$ cat src/rtl/pd_class_seq_pkg.sv
package pd_class_seq_pkg;
   localparam int CLS_W = 3;
   localparam logic [CLS_W-1:0] CLS_TOP = 3'd4;

   typedef logic [CLS_W-1:0] cls_t;

   typedef enum logic [1:0] {
      ST_IDLE    = 2'd0,
      ST_PROBE_A = 2'd1,
      ST_MARK    = 2'd2,
      ST_PROBE_B = 2'd3
   } seq_st_e;
endpackage

$ cat src/rtl/pd_class_norm.sv
module pd_class_norm
   import pd_class_seq_pkg::*;
#(
   parameter int TOP_CLASS = 4,
   parameter bit SATURATE  = 1'b0
) (
   input  cls_t raw_cls,
   output cls_t norm_cls
);
   localparam cls_t TOP_C = cls_t'(TOP_CLASS);

   generate
      if (TOP_CLASS < 1 || TOP_CLASS > (1 << CLS_W) - 1) begin : g_bad_top
         $error("pd_class_norm: TOP_CLASS out of range");
      end
      if (SATURATE) begin : g_sat
         assign norm_cls = (raw_cls > TOP_C) ? TOP_C : raw_cls;
      end else begin : g_zero
         assign norm_cls = (raw_cls > TOP_C) ? '0 : raw_cls;
      end
   endgenerate
endmodule

$ cat src/rtl/pd_class_ticker.sv
module pd_class_ticker #(
   parameter int W = 8
) (
   input  logic         clk,
   input  logic         rst_n,
   input  logic         clr,
   output logic [W-1:0] cnt
);
   localparam logic [W-1:0] CNT_MAX = '1;

   generate
      if (W < 1) begin : g_bad_w
         $error("pd_class_ticker: W must be positive");
      end
   endgenerate

   always_ff @(posedge clk) begin
      if (!rst_n || clr)
         cnt <= '0;
      else if (cnt != CNT_MAX)
         cnt <= cnt + 1'b1;
   end
endmodule

$ cat src/rtl/pd_class_verdict.sv
module pd_class_verdict
   import pd_class_seq_pkg::*;
(
   input  logic fin,
   input  logic auto_mode,
   input  logic skip_path,
   input  logic tmo,
   input  logic shutdown,
   input  logic second,
   input  cls_t cls,
   output logic grant,
   output logic restart,
   output logic thr_load,
   output cls_t thr_val
);
   logic decide;
   logic bad_pair;

   always_comb begin
      decide   = fin && auto_mode && !tmo;
      bad_pair = second && (cls != CLS_TOP);
      grant    = decide && !(skip_path && shutdown) && !bad_pair;
      restart  = decide && bad_pair && !skip_path;
      thr_load = decide;
      thr_val  = skip_path ? '0 : cls;
   end
endmodule

$ cat src/rtl/pd_class_seq.sv
module pd_class_seq
   import pd_class_seq_pkg::*;
#(
   parameter int MARK_CYCLES   = 8,
   parameter int PROBE_TIMEOUT = 64,
   parameter bit SAT_CLASS     = 1'b0
) (
   input  logic       clk,
   input  logic       rst_n,
   input  logic       start,
   input  logic       class_en,
   input  logic       shutdown,
   input  logic       two_event_en,
   input  logic       auto_mode,
   input  logic       probe_done,
   input  logic [2:0] probe_class,
   output logic       probe_req,
   output logic       mark_req,
   output logic [2:0] status_class,
   output logic       hp_flag,
   output logic       power_grant,
   output logic       restart_det,
   output logic [2:0] thresh_class,
   output logic       class_fault,
   output logic       seq_done
);
   localparam int SPAN  = (MARK_CYCLES > PROBE_TIMEOUT) ? MARK_CYCLES : PROBE_TIMEOUT;
   localparam int CNT_W = $clog2(SPAN + 1);
   localparam logic [CNT_W-1:0] MARK_LAST = CNT_W'(MARK_CYCLES - 1);
   localparam logic [CNT_W-1:0] TMO_LAST  = CNT_W'(PROBE_TIMEOUT - 1);

   generate
      if (MARK_CYCLES < 1) begin : g_bad_mark
         $error("pd_class_seq: MARK_CYCLES must be at least 1");
      end
      if (PROBE_TIMEOUT < 2) begin : g_bad_tmo
         $error("pd_class_seq: PROBE_TIMEOUT must be at least 2");
      end
   endgenerate

   seq_st_e          state_q, state_d;
   logic [CNT_W-1:0] cnt;
   cls_t             cls_n;
   cls_t             status_q, thresh_q;
   logic             hp_q, fault_q, grant_q, restart_q, done_q;

   logic accept, skip, in_probe, done_ok, tmo, mark_end, go_mark, fin, second;
   logic v_grant, v_restart, v_thr_load;
   cls_t v_thr_val;

   pd_class_norm #(
      .TOP_CLASS (int'(CLS_TOP)),
      .SATURATE  (SAT_CLASS)
   ) u_norm (
      .raw_cls  (probe_class),
      .norm_cls (cls_n)
   );

   pd_class_ticker #(.W(CNT_W)) u_ticker (
      .clk   (clk),
      .rst_n (rst_n),
      .clr   (state_d != state_q),
      .cnt   (cnt)
   );

   always_comb begin
      accept   = (state_q == ST_IDLE) && start;
      skip     = !class_en || shutdown;
      in_probe = (state_q == ST_PROBE_A) || (state_q == ST_PROBE_B);
      done_ok  = in_probe && probe_done;
      tmo      = in_probe && !probe_done && (cnt == TMO_LAST);
      mark_end = (state_q == ST_MARK) && (cnt == MARK_LAST);
      go_mark  = (state_q == ST_PROBE_A) && done_ok && (cls_n == CLS_TOP) && two_event_en;
      second   = (state_q == ST_PROBE_B);
      fin      = (accept && skip) || (done_ok && !go_mark) || tmo;
   end

   always_comb begin
      state_d = state_q;
      unique case (state_q)
         ST_IDLE:    if (accept && !skip) state_d = ST_PROBE_A;
         ST_PROBE_A: if (go_mark) state_d = ST_MARK;
                     else if (done_ok || tmo) state_d = ST_IDLE;
         ST_MARK:    if (mark_end) state_d = ST_PROBE_B;
         ST_PROBE_B: if (done_ok || tmo) state_d = ST_IDLE;
         default:    state_d = ST_IDLE;
      endcase
   end

   pd_class_verdict u_verdict (
      .fin       (fin),
      .auto_mode (auto_mode),
      .skip_path (accept && skip),
      .tmo       (tmo),
      .shutdown  (shutdown),
      .second    (second),
      .cls       (cls_n),
      .grant     (v_grant),
      .restart   (v_restart),
      .thr_load  (v_thr_load),
      .thr_val   (v_thr_val)
   );

   always_ff @(posedge clk) begin
      if (!rst_n) begin
         state_q   <= ST_IDLE;
         status_q  <= '0;
         thresh_q  <= '0;
         hp_q      <= 1'b0;
         fault_q   <= 1'b0;
         grant_q   <= 1'b0;
         restart_q <= 1'b0;
         done_q    <= 1'b0;
      end else begin
         state_q   <= state_d;
         grant_q   <= v_grant;
         restart_q <= v_restart;
         done_q    <= fin;
         if (done_ok)    status_q <= cls_n;
         if (v_thr_load) thresh_q <= v_thr_val;
         if (accept)        hp_q <= 1'b0;
         else if (mark_end) hp_q <= 1'b1;
         if (accept)   fault_q <= 1'b0;
         else if (tmo) fault_q <= 1'b1;
      end
   end

   assign probe_req    = (state_q == ST_PROBE_A) || (state_q == ST_PROBE_B);
   assign mark_req     = (state_q == ST_MARK);
   assign status_class = status_q;
   assign hp_flag      = hp_q;
   assign power_grant  = grant_q;
   assign restart_det  = restart_q;
   assign thresh_class = thresh_q;
   assign class_fault  = fault_q;
   assign seq_done     = done_q;
endmodule

$ cat config.mk
export PLATFORM = sky130hd
export DESIGN_NAME = pd_class_seq
export DESIGN_NICKNAME = d
export VERILOG_FILES = /design/src/rtl/pd_class_seq_pkg.sv /design/src/rtl/pd_class_norm.sv /design/src/rtl/pd_class_ticker.sv /design/src/rtl/pd_class_verdict.sv /design/src/rtl/pd_class_seq.sv
export SDC_FILE = /design/constraint.sdc
export NUM_CORES = 1
export LEC_CHECK = 0
export BUFFER_PORTS_ARGS = -buffer_cell sky130_fd_sc_hd__buf_2
export CORE_ASPECT_RATIO = 0.8
export CORE_UTILIZATION = 35
export CTS_CLUSTER_DIAMETER = 30
export DETAILED_ROUTE_END_ITERATION = 12
export SLEW_MARGIN = 20
export SYNTH_ARGS = -nofsm -noshare
export SYNTH_HDL_FRONTEND = slang
export SYNTH_SLANG_ARGS = --single-unit
$ cat constraint.sdc
create_clock -name clk -period 1.8 [get_ports clk]
set_input_delay 0.18 -clock clk [delete_from_list [all_inputs] [get_ports clk]]
set_output_delay 0.18 -clock clk [all_outputs]
set_load 0.05 [all_outputs]
==> run summary, run 1 <==
Result of the run = completed
Internal Power = 614 µW
Resize count post-CTS = 0
Max-slew violation count = 0
Area taken by multi-input logic gates = 527 µm²
Initial drt markers = 53
Final setup slack of the worst path = 0.186 ns
LEAKAGE = 0.463 nW
Netlist Area Pre-Place = 938 µm²
Die area = 2890 µm²
Buffers on Ports = 23
Synth warn = 0
Fillcell total = 254
Total vias in the final route = 858
RSZ-0062 raised after global routing = no
Maximum number of pins on one net before global-route repair = 12
Tcrit/Tclk final = 89.7%
Clock sink count = 20
Fin nets = 146
Maximum root-to-sink buffer count = 2
Number of iterations in the first detailed-routing pass = 4
Effective utilization at floorplan = 37.5%
NetSw = 218 µW
Synth async-reset ratio = 0%
Final setup skew = 0.00273 ns
Leading post-synthesis cells by cell area = sky130_fd_sc_hd__dfxtp_1, sky130_fd_sc_hd__nor2_1, sky130_fd_sc_hd__a21oi_1, sky130_fd_sc_hd__a31oi_1, sky130_fd_sc_hd__and3_1
Area of the core region = 2500 µm²
Routed met1 length = 1080 µm
Combinational group share of total power = 12.3%
Via count of the first global-routing pass = 783
Die H = 48.3 µm
Worst-path fanout max = 7
# IOs = 24
Switching share of total power = 26.2%
Final cell area excluding filler cells = 1140 µm²
Worst setup slack before clock tree synthesis = 0.131 ns
Delay of the slowest critical-path stage = 0.40 ns
Category of the most critical setup path = flop to flop
Portion of total power attributed to the clock network = 31.8%
Via count normalized by instance count = 5.08
Path type of the worst min-delay path = input pin to flop
Synthesized net count = 119
Most common library cell in the layout ignoring fill and taps = sky130_fd_sc_hd__buf_2
Number of hold-repair buffers added at the cts stage = 0
Top achievable clock speed = 620 MHz
Pwr dens = 728 nW/µm²
Hpwl dp = 1570 µm
Total overflow reported by the global router = 0
Max VDD drop = 425 µV
Share of final-layout standard cells stronger than drive strength 1 = 27.1%
Final weighted congestion of routability-driven global placement = 0.781
Setup crit end kind = flop
Area added between synthesis and finish = 21.7%
H-tree depth reported by CTS = 1
Syn avg cell area = 8.77 µm²
Cell taking the most area after synthesis = sky130_fd_sc_hd__dfxtp_1
Distinct cell type count after synthesis = 37
Cells after Synth = 107
Detailed-routed wire length on met3 = 104 µm
Top layer in use = met4
Rel. slew slack = 66.3%
Final total negative setup slack = 0 ns
Worst endpoint required time = 2.00 ns
Clock root cell = sky130_fd_sc_hd__clkbuf_4
Number of nets with antenna violations after detailed routing = 0
Cell breakdown of the critical path = ha_1 > nand3_1 > nor3_2 > a2bb2oi_4 > nor3_1
Count of state elements after synthesis = 20
Reported max-cap violation count = 0
Measured slew at the worst slew-check pin = 0.505 ns
Hold slack = 0.148 ns
Final period demand of the worst path = 1.61 ns
Post-synth EDFFs = 0
Share of synthesized area occupied by flip-flops and latches = 42.7%
TritonCTS clock tree = yes
Startpoint Class = flop
Drt drc = 0
Global-route wire length before repair = 3710 µm
Antenna cells = 0
Initial antenna violation count = 0
Area fraction of the dominant cell type after synthesis = 42.7%
Most used cells in the layout excluding fill and tap cells = sky130_fd_sc_hd__buf_2, sky130_fd_sc_hd__dfxtp_1, sky130_fd_sc_hd__nor2_1
Arrival @ worst endpoint = 1.82 ns
Routed wire length = 2060 µm
Horizontal die dimension = 59.9 µm
Clock-pin slew reported for the worst setup and hold paths after clock tree synthesis = 0.11 ns
Cell area reported after detailed placement = 1090 µm²
Length of routed met2 wiring = 845 µm
Sequential Power Share = 55.8%
Sequential cell area = 400 µm²
Insertion delay of the later-clocked pin in the worst-skew pair = 0.31 ns
Buffers inserted by post-CTS timing repair = 0
Top flip-flop cell by instance count after synthesis = sky130_fd_sc_hd__dfxtp_1
Final hold violations = 0
Count of final setup violators = 0
All-layer global routing usage = 17.1%
Routed WL per cell = 12.2 µm
Cell with the largest stage delay on the worst path = sky130_fd_sc_hd__dfxtp_1
TritonCTS buffer count = 3
Number of placement rows = 16
-- final cells by class --
class | count | area share [%]
Tap cell | 36 | 3.94
Clock buffer | 4 | 3.18
Inverter | 5 | 1.64
Timing Repair Buffer | 23 | 10.1
Multi-Input combinational cell | 81 | 46.1
Sequential cell | 20 | 35.0
-- synth_stat cells, types with 2 or more instances --
cell type and count:
sky130_fd_sc_hd__nor2b_1 5, sky130_fd_sc_hd__nand3_1 5, sky130_fd_sc_hd__nor3_1 4, sky130_fd_sc_hd__inv_1 4, sky130_fd_sc_hd__dfxtp_1 20, sky130_fd_sc_hd__nand2_1 6
sky130_fd_sc_hd__nor2_1 14, sky130_fd_sc_hd__a21oi_1 8, sky130_fd_sc_hd__a22oi_1 2, sky130_fd_sc_hd__o21ai_0 4, sky130_fd_sc_hd__a31oi_1 5, sky130_fd_sc_hd__and3_1 5
-- metal layers --
metal	track usage (%)	vias up
met3	5.61	5
met4	6.59	0
met1	25.5	390
met5	0	-
li1	-	444
met2	22.4	19
-- flip-flops by register name (all words and copies together) (netlist names) --
signal and cells:
hp_flag 1, power_grant 1, class_fault 1, u_ticker.cnt 7
state_q 2, restart_det 1, status_class 3, thresh_class 3
seq_done 1
-- worst max-delay path, delay by kind of cell (launching register included) --
| kind | cells | cell delay, ns |
|---|---|---|
| compound gates | 1 | 0.27 |
| fa+ha+maj | 1 | 0.25 |
| flops | 1 | 0.40 |
| simple gates | 3 | 0.59 |
-- power by group through the flow --
stage	Sequential [mW]	Combinational, mW	Clock (mW)
after floorplan	0.485	0.0540	0
after global placement	0.474	0.0981	0
after detailed placement	0.475	0.100	0
after CTS	0.465	0.101	0.272
after global routing	0.467	0.114	0.304
final	0.464	0.102	0.265
-- logic make-up (layout without fill, tap and decap cells) --
kind of cell | count (synthesis) | in the layout | synth area share, %
fa+ha+maj | 1 | 1 | 1.33
simple gates | 48 | 48 | 28.0
buf+inv | 6 | 32 | 2.40
compound gates | 30 | 30 | 23.6
mux | 1 | 1 | 1.07
xor+xnor | 1 | 1 | 0.934
flops | 20 | 20 | 42.7
-- stage by stage --
stage	power, mW	util (%)	instances
6_report	0.832	45.7	169
5_1_grt	0.885	45.7	169
4_1_cts	0.837	45.2	169
3_5_place_dp	0.575	43.8	165
3_3_place_gp	0.572	43.8	165
2_1_floorplan	0.539	-	107
-- final timing paths --
check | slack [ns] | endpoint | depth (start not counted) | startpoint
max | 0.19 | u_ticker.cnt[5]$_SDFFE_PP0P_ | 5 | u_ticker.cnt[0]$_SDFFE_PP0P_
min | 0.15 | status_class[0]$_SDFFE_PN0P_ | 3 | probe_class[0]
max reg2reg | 0.19 | u_ticker.cnt[5]$_SDFFE_PP0P_ | 5 | u_ticker.cnt[0]$_SDFFE_PP0P_
min reg2reg | 0.48 | thresh_class[1]$_SDFFE_PN0P_ | 2 | thresh_class[1]$_SDFFE_PN0P_
Note: power is estimated with default switching activity, not from simulation.
==> run 2: changes to the inputs <==
Settings changed: CTS_BUF_LIST from default to sky130_fd_sc_hd__clkbuf_4, GPL_TIMING_DRIVEN from default to 0.
==> run 2 against run 1 <==
Effect of this change: via count grew 0.35%; first-iteration DRC count shrank 26%; global-route usage shrank 1.5 points; worst setup slack lost 0.046 ns; sequential power is essentially flat; design area shrank 0.55%; sequential share of layout area grew 0.19 points; wire length grew 2.8%; critical path type unchanged.
==> run summary, run 2 (same netlist as run 1, synthesis figures left out) <==
Register-to-register setup slack = 0.14 ns (-0.05 ns)
Pwr dens = 697 nW/µm² (-4.3%)
Worst Min Path Start = probe_class[0]
Total vias in the final route = 861 (+0.35%)
Bufs and invs on worst path = 0 (unchanged)
Area of the core region = 2500 µm² (unchanged)
Cell with the largest stage delay on the worst path = sky130_fd_sc_hd__dfxtp_1
Min-Delay Path Depth = 3 (unchanged)
Buffers inserted by post-CTS timing repair = 0 (unchanged)
Arrival @ worst endpoint = 1.85 ns (+0.03 ns)
Via count of the first global-routing pass = 766 (-2.2%)
Antenna cells = 0 (unchanged)
Number of hold-repair buffers added at the cts stage = 0 (unchanged)
Worst setup slack before clock tree synthesis = 0.134 ns (+0.00318 ns)
Die area = 2890 µm² (unchanged)
# IOs = 24 (unchanged)
Path type of the worst min-delay path = input pin to flop
Hpwl dp = 1560 µm (-1.2%)
Clock root cell = sky130_fd_sc_hd__clkbuf_4
Cell breakdown of the critical path = ha_1 > nand3_1 > nor3_2 > a2bb2oi_4 > nor3_1
Final weighted congestion of routability-driven global placement = 0.782 (about the same)
Most common library cell in the layout ignoring fill and taps = sky130_fd_sc_hd__buf_2
Global-route wire length before repair = 3470 µm (-6.5%)
Routed wire length = 2120 µm (+2.8%)
Result of the run = completed
Final period demand of the worst path = 1.66 ns (+0.0456 ns)
Most flop-heavy register = u_ticker.cnt
Initial drt markers = 39 (-26%)
Final total negative setup slack = 0 ns (unchanged)
LEAKAGE = 0.459 nW (-0.96%)
Rel. slew slack = 64.5% (-1.8 points)
Worst Hold Path EP = status_class[0]$_SDFFE_PN0P_
Number of iterations in the first detailed-routing pass = 2 (-2)
Endpoint of the worst register-to-register path = u_ticker.cnt[3]$_SDFFE_PP0P_
Critical path depth in cells = 5 (unchanged)
R2R depth = 5 (unchanged)
Effective utilization at floorplan = 37.5% (unchanged)
Final hold violations = 0 (unchanged)
Flip-flop count of the largest register after layout = 7 (unchanged)
Dominant delay contributor by cell family on the critical path = simple AND/OR/NAND/NOR gates
TritonCTS buffer count = 3 (unchanged)
Clock sink count = 20 (unchanged)
Most used cells in the layout excluding fill and tap cells = sky130_fd_sc_hd__buf_2, sky130_fd_sc_hd__dfxtp_1, sky130_fd_sc_hd__nor2_1
Share of final-layout standard cells stronger than drive strength 1 = 26.1% (-0.95 points)
Buffers on Ports = 23 (unchanged)
Count of final setup violators = 0 (unchanged)
Total overflow reported by the global router = 0 (unchanged)
Maximum root-to-sink buffer count = 2 (unchanged)
Startpoint of the lowest-slack register-to-register path = u_ticker.cnt[0]$_SDFFE_PP0P_
Final setup skew = 0.0128 ns (+0.0100 ns)
Number of placement rows = 16 (unchanged)
H-tree depth reported by CTS = 1 (unchanged)
Clock-pin slew reported for the worst setup and hold paths after clock tree synthesis = 0.12 ns (about the same)
Drt drc = 0 (unchanged)
Setup crit end kind = flop
Initial antenna violation count = 0 (unchanged)
Maximum number of pins on one net before global-route repair = 12 (unchanged)
Die H = 48.3 µm (unchanged)
Category of the most critical setup path = flop to flop
Tcrit/Tclk final = 92.2% (+2.5 points)
Final setup slack of the worst path = 0.140 ns (-0.0456 ns)
Worst-path fanout max = 7 (unchanged)
Fin nets = 147 (+0.68%)
Insertion delay of the later-clocked pin in the worst-skew pair = 0.31 ns (about the same)
Startpoint Class = flop
Routed WL per cell = 12.5 µm (+2.2%)
Max VDD drop = 514 µV (+21%)
Area added between synthesis and finish = 21.1%
Number of nets with antenna violations after detailed routing = 0 (unchanged)
Measured slew at the worst slew-check pin = 0.532 ns (+0.0268 ns)
RSZ-0062 raised after global routing = no
All-layer global routing usage = 15.6% (-1.5 points)
Delay of the slowest critical-path stage = 0.43 ns (+0.03 ns)
Horizontal die dimension = 59.9 µm (unchanged)
Max-slew violation count = 0 (unchanged)
Worst endpoint required time = 1.99 ns (about the same)
Reported max-cap violation count = 0 (unchanged)
Via count normalized by instance count = 5.06 (-0.24%)
Top achievable clock speed = 603 MHz (-2.7%)
TritonCTS clock tree = yes
==> run 2: per-layer routing <==
| layer | vias to the layer above | global-route usage (%) | share of wire [%] |
|---|---|---|---|
| met4 | 0 | 1.16 | 0 |
| li1 | 450 | - | - |
| met3 | 0 | 5.61 | 4.3 |
| met5 | - | 0 | 0 |
| met1 | 396 | 23.9 | 54 |
| met2 | 15 | 21.7 | 41 |
==> run 2: timing repair <==
| action | 4_1_cts | 5_1_grt |
|---|---|---|
| hold endpoints to repair | 0 | 0 |
| resized for setup | 0 | 1 |
| endpoints found under the setup margin | 0 | 5 |
==> run 2: cell type report <==
class | count | area (µm²)
tap | 36 | 45.0
inverter | 5 | 18.8
fill | 271 | 1370
multi-input combinational | 81 | 527
buffer | 1 | 3.75
clock inverter | 1 | 3.75
timing repair buffer | 23 | 115
clock buffer | 3 | 22.5
sequential | 20 | 400
==> run 2: worst max-delay path by stage <==
stage	startpoint	endpoint	slack [ns]
floorplan	u_ticker.cnt[0]$_SDFFE_PP0P_	u_ticker.cnt[3]$_SDFFE_PP0P_	0.37
CTS	u_ticker.cnt[0]$_SDFFE_PP0P_	u_ticker.cnt[3]$_SDFFE_PP0P_	0.09
global route	u_ticker.cnt[0]$_SDFFE_PP0P_	u_ticker.cnt[5]$_SDFFE_PP0P_	0.02
detailed placement	u_ticker.cnt[0]$_SDFFE_PP0P_	u_ticker.cnt[3]$_SDFFE_PP0P_	0.13
finish	u_ticker.cnt[0]$_SDFFE_PP0P_	u_ticker.cnt[3]$_SDFFE_PP0P_	0.14
global placement	u_ticker.cnt[0]$_SDFFE_PP0P_	u_ticker.cnt[5]$_SDFFE_PP0P_	0.13
==> run 2: worst register-to-register path, cell delays in order, from the launching register on <==
cell and delay (ns):
sky130_fd_sc_hd__dfxtp_1 0.43, sky130_fd_sc_hd__ha_1 0.24, sky130_fd_sc_hd__nand3_1 0.20, sky130_fd_sc_hd__nor3_2 0.32, sky130_fd_sc_hd__a2bb2oi_4 0.27, sky130_fd_sc_hd__nor3_1 0.09
==> run 2: power breakdown <==
part | total, mW | switching, mW | leakage, nW | internal, mW
combinational | 0.103 | 0.0660 | 0.281 | 0.0373
sequential | 0.465 | 0.0113 | 0.162 | 0.454
clock | 0.223 | 0.142 | 0.0154 | 0.0809
total | 0.791 | 0.220 | 0.459 | 0.572
==> run 2: through the flow <==
| stage | total power, mW | instance area, µm² | cells | hold WS [ns] | utilization [%] |
|---|---|---|---|---|---|
| 5_1_grt | 0.835 | 1140 | 170 | 0.169 | 45.4 |
| 4_1_cts | 0.801 | 1120 | 170 | 0.154 | 45.0 |
| 3_5_place_dp | 0.575 | 1100 | 166 | 0.473 | 43.9 |
| 6_report | 0.791 | 1140 | 170 | 0.163 | 45.4 |
| 2_1_floorplan | 0.539 | 938 | 107 | 0.316 | - |
| 3_3_place_gp | 0.574 | 1100 | 166 | 0.460 | 43.9 |
==> run 3: changes to the inputs <==
Settings changed: CELL_PAD_IN_SITES_DETAIL_PLACEMENT from default to 0, CELL_PAD_IN_SITES_GLOBAL_PLACEMENT from default to 1, PLACE_DENSITY_LB_ADDON from default to 0.1.
==> run 3 against run 2 <==
Effect of this change: combinational power is essentially flat; critical path depth is the same; total power shrank 0.78%; design area grew 0.55%; critical endpoint unchanged.
==> run summary, run 3 (same netlist as run 1, synthesis figures left out) <==
Antenna cells = 0 (unchanged)
Final setup skew = 0.00415 ns (-0.00862 ns)
Startpoint of the lowest-slack register-to-register path = u_ticker.cnt[0]$_SDFFE_PP0P_
Setup crit end kind = flop
Final period demand of the worst path = 1.62 ns (-0.0426 ns)
Most used cells in the layout excluding fill and tap cells = sky130_fd_sc_hd__buf_2, sky130_fd_sc_hd__dfxtp_1, sky130_fd_sc_hd__nor2_1
Hold slack = 0.158 ns (-0.00515 ns)
Total overflow reported by the global router = 0 (unchanged)
Max-slew violation count = 0 (unchanged)
Max VDD drop = 414 µV (-20%)
Worst-path fanout max = 7 (unchanged)
Maximum root-to-sink buffer count = 2 (unchanged)
Effective utilization at floorplan = 37.5% (unchanged)
Final hold violations = 0 (unchanged)
All-layer global routing usage = 16.1% (+0.53 points)
Fin nets = 147 (unchanged)
Dominant delay contributor by cell family on the critical path = simple AND/OR/NAND/NOR gates
Area of the core region = 2500 µm² (unchanged)
Hpwl dp = 1520 µm (-2.3%)
Drt drc = 0 (unchanged)
Global-route wire length before repair = 3550 µm (+2.2%)
Tcrit/Tclk final = 89.8% (-2.4 points)
Routed wire length = 2030 µm (-4.3%)
Register-to-register setup slack = 0.18 ns (+0.04 ns)
Total vias in the final route = 861 (unchanged)
Via count of the first global-routing pass = 790 (+3.1%)
Area added between synthesis and finish = 21.7%
Worst endpoint required time = 2.00 ns (about the same)
Clock root cell = sky130_fd_sc_hd__clkbuf_4
Clock sink count = 20 (unchanged)
Reported max-cap violation count = 0 (unchanged)
Via count normalized by instance count = 5.06 (unchanged)
Number of placement rows = 16 (unchanged)
Number of nets with antenna violations after detailed routing = 0 (unchanged)
RSZ-0062 raised after global routing = no
Delay of the slowest critical-path stage = 0.40 ns (-0.03 ns)
Bufs and invs on worst path = 0 (unchanged)
Origin of the worst setup path = u_ticker.cnt[0]$_SDFFE_PP0P_
Min-Delay Path Depth = 3 (unchanged)
Rel. slew slack = 59.8% (-4.7 points)
Final weighted congestion of routability-driven global placement = 0.792 (+1.3%)
Clock-pin slew reported for the worst setup and hold paths after clock tree synthesis = 0.11 ns (about the same)
Most flop-heavy register = u_ticker.cnt
Worst Min Path Start = probe_class[1]
Final total negative setup slack = 0 ns (unchanged)
Share of final-layout standard cells stronger than drive strength 1 = 26.1% (unchanged)
Sequential cell area = 400 µm² (unchanged)
Endpoint of the worst register-to-register path = u_ticker.cnt[3]$_SDFFE_PP0P_
Area taken by multi-input logic gates = 533 µm² (+1.2%)
Routed WL per cell = 11.9 µm (-4.3%)
Path type of the worst min-delay path = input pin to flop
Cell with the largest stage delay on the worst path = sky130_fd_sc_hd__dfxtp_1
Initial antenna violation count = 0 (unchanged)
Arrival @ worst endpoint = 1.81 ns (-0.04 ns)
Flip-flop count of the largest register after layout = 7 (unchanged)
Most common library cell in the layout ignoring fill and taps = sky130_fd_sc_hd__buf_2
Die H = 48.3 µm (unchanged)
Count of final setup violators = 0 (unchanged)
R2R depth = 5 (unchanged)
Result of the run = completed
Initial drt markers = 21 (-46%)
Insertion delay of the later-clocked pin in the worst-skew pair = 0.30 ns (about the same)
Die area = 2890 µm² (unchanged)
Pwr dens = 687 nW/µm² (-1.3%)
Fillcell total = 258 (-4.8%)
Measured slew at the worst slew-check pin = 0.601 ns (+0.0699 ns)
Worst Hold Path EP = status_class[1]$_SDFFE_PN0P_
Number of iterations in the first detailed-routing pass = 4 (+2)
Buffers on Ports = 23 (unchanged)
Maximum number of pins on one net before global-route repair = 12 (unchanged)
Category of the most critical setup path = flop to flop
TritonCTS clock tree = yes
Cell breakdown of the critical path = ha_1 > nand3_1 > nor3_4 > a2bb2oi_4 > nor3_1
Startpoint Class = flop
Top achievable clock speed = 618 MHz (+2.6%)
# IOs = 24 (unchanged)
TritonCTS buffer count = 3 (unchanged)
LEAKAGE = 0.459 nW (about the same)
H-tree depth reported by CTS = 1 (unchanged)
Horizontal die dimension = 59.9 µm (unchanged)
==> run 3: cell count changes in the layout (fill, tap and decap cells not counted) <==
| cell | change |
|---|---|
| sky130_fd_sc_hd__nor3_2 | -1 |
| sky130_fd_sc_hd__nor3_4 | +1 |
==> run 3: repair_timing <==
item,in CTS,in global routing
endpoints found under the setup margin,0,7
resized for setup,0,2
hold buffers,0,0
buffers inserted,0,0
==> run 3: layout make-up <==
class                           instances  area share, %
Clock inverter                          1          0.329
Tap cell                               36           3.94
Timing Repair Buffer                   23           10.1
Multi-Input combinational cell         81           46.7
Buffer                                  1          0.329
Inverter                                5           1.64
Sequential cell                        20           35.0
Clock buffer                            3           1.97
==> run 3: worst max path at each step <==
stage	to	slack, ns	depth (start not counted)
floorplan	u_ticker.cnt[3]$_SDFFE_PP0P_	0.37	5
global route	u_ticker.cnt[3]$_SDFFE_PP0P_	0.01	5
finish	u_ticker.cnt[3]$_SDFFE_PP0P_	0.18	5
CTS	u_ticker.cnt[5]$_SDFFE_PP0P_	0.12	5
global placement	u_ticker.cnt[3]$_SDFFE_PP0P_	0.12	5
detailed placement	u_ticker.cnt[5]$_SDFFE_PP0P_	0.14	5
==> run 3: per-stage QoR <==
step	total power, mW	utilization [%]	instance area, µm²	instances	worst slack, ns
2_1_floorplan	0.539	-	938	107	0.372
3_3_place_gp	0.575	43.9	1100	166	0.120
3_5_place_dp	0.575	43.9	1100	166	0.139
4_1_cts	0.794	45.0	1120	170	0.116
5_1_grt	0.838	45.7	1140	170	0.0121
6_report	0.785	45.7	1140	170	0.183
==> run 3: tightest hold or removal path, stage by stage <==
cell and delay [ns]:
sky130_fd_sc_hd__buf_2 0.10, sky130_fd_sc_hd__a22oi_1 0.06, sky130_fd_sc_hd__nor2_1 0.08
==> run 3: power breakdown <==
part	switching, mW	total, mW	internal, mW
Combinational	0.0663	0.103	0.0372
Clock	0.137	0.217	0.0808
Sequential	0.0107	0.465	0.454
==> run 3: routing by layer <==
| metal | part of all wire, % | global-route usage (%) | up-vias |
|---|---|---|---|
| met5 | 0 | 0 | - |
| met4 | 0 | 2.33 | 0 |
| met3 | 4.8 | 5.35 | 0 |
| met2 | 39 | 21.3 | 24 |
| met1 | 56 | 25.5 | 387 |
| li1 | - | - | 450 |
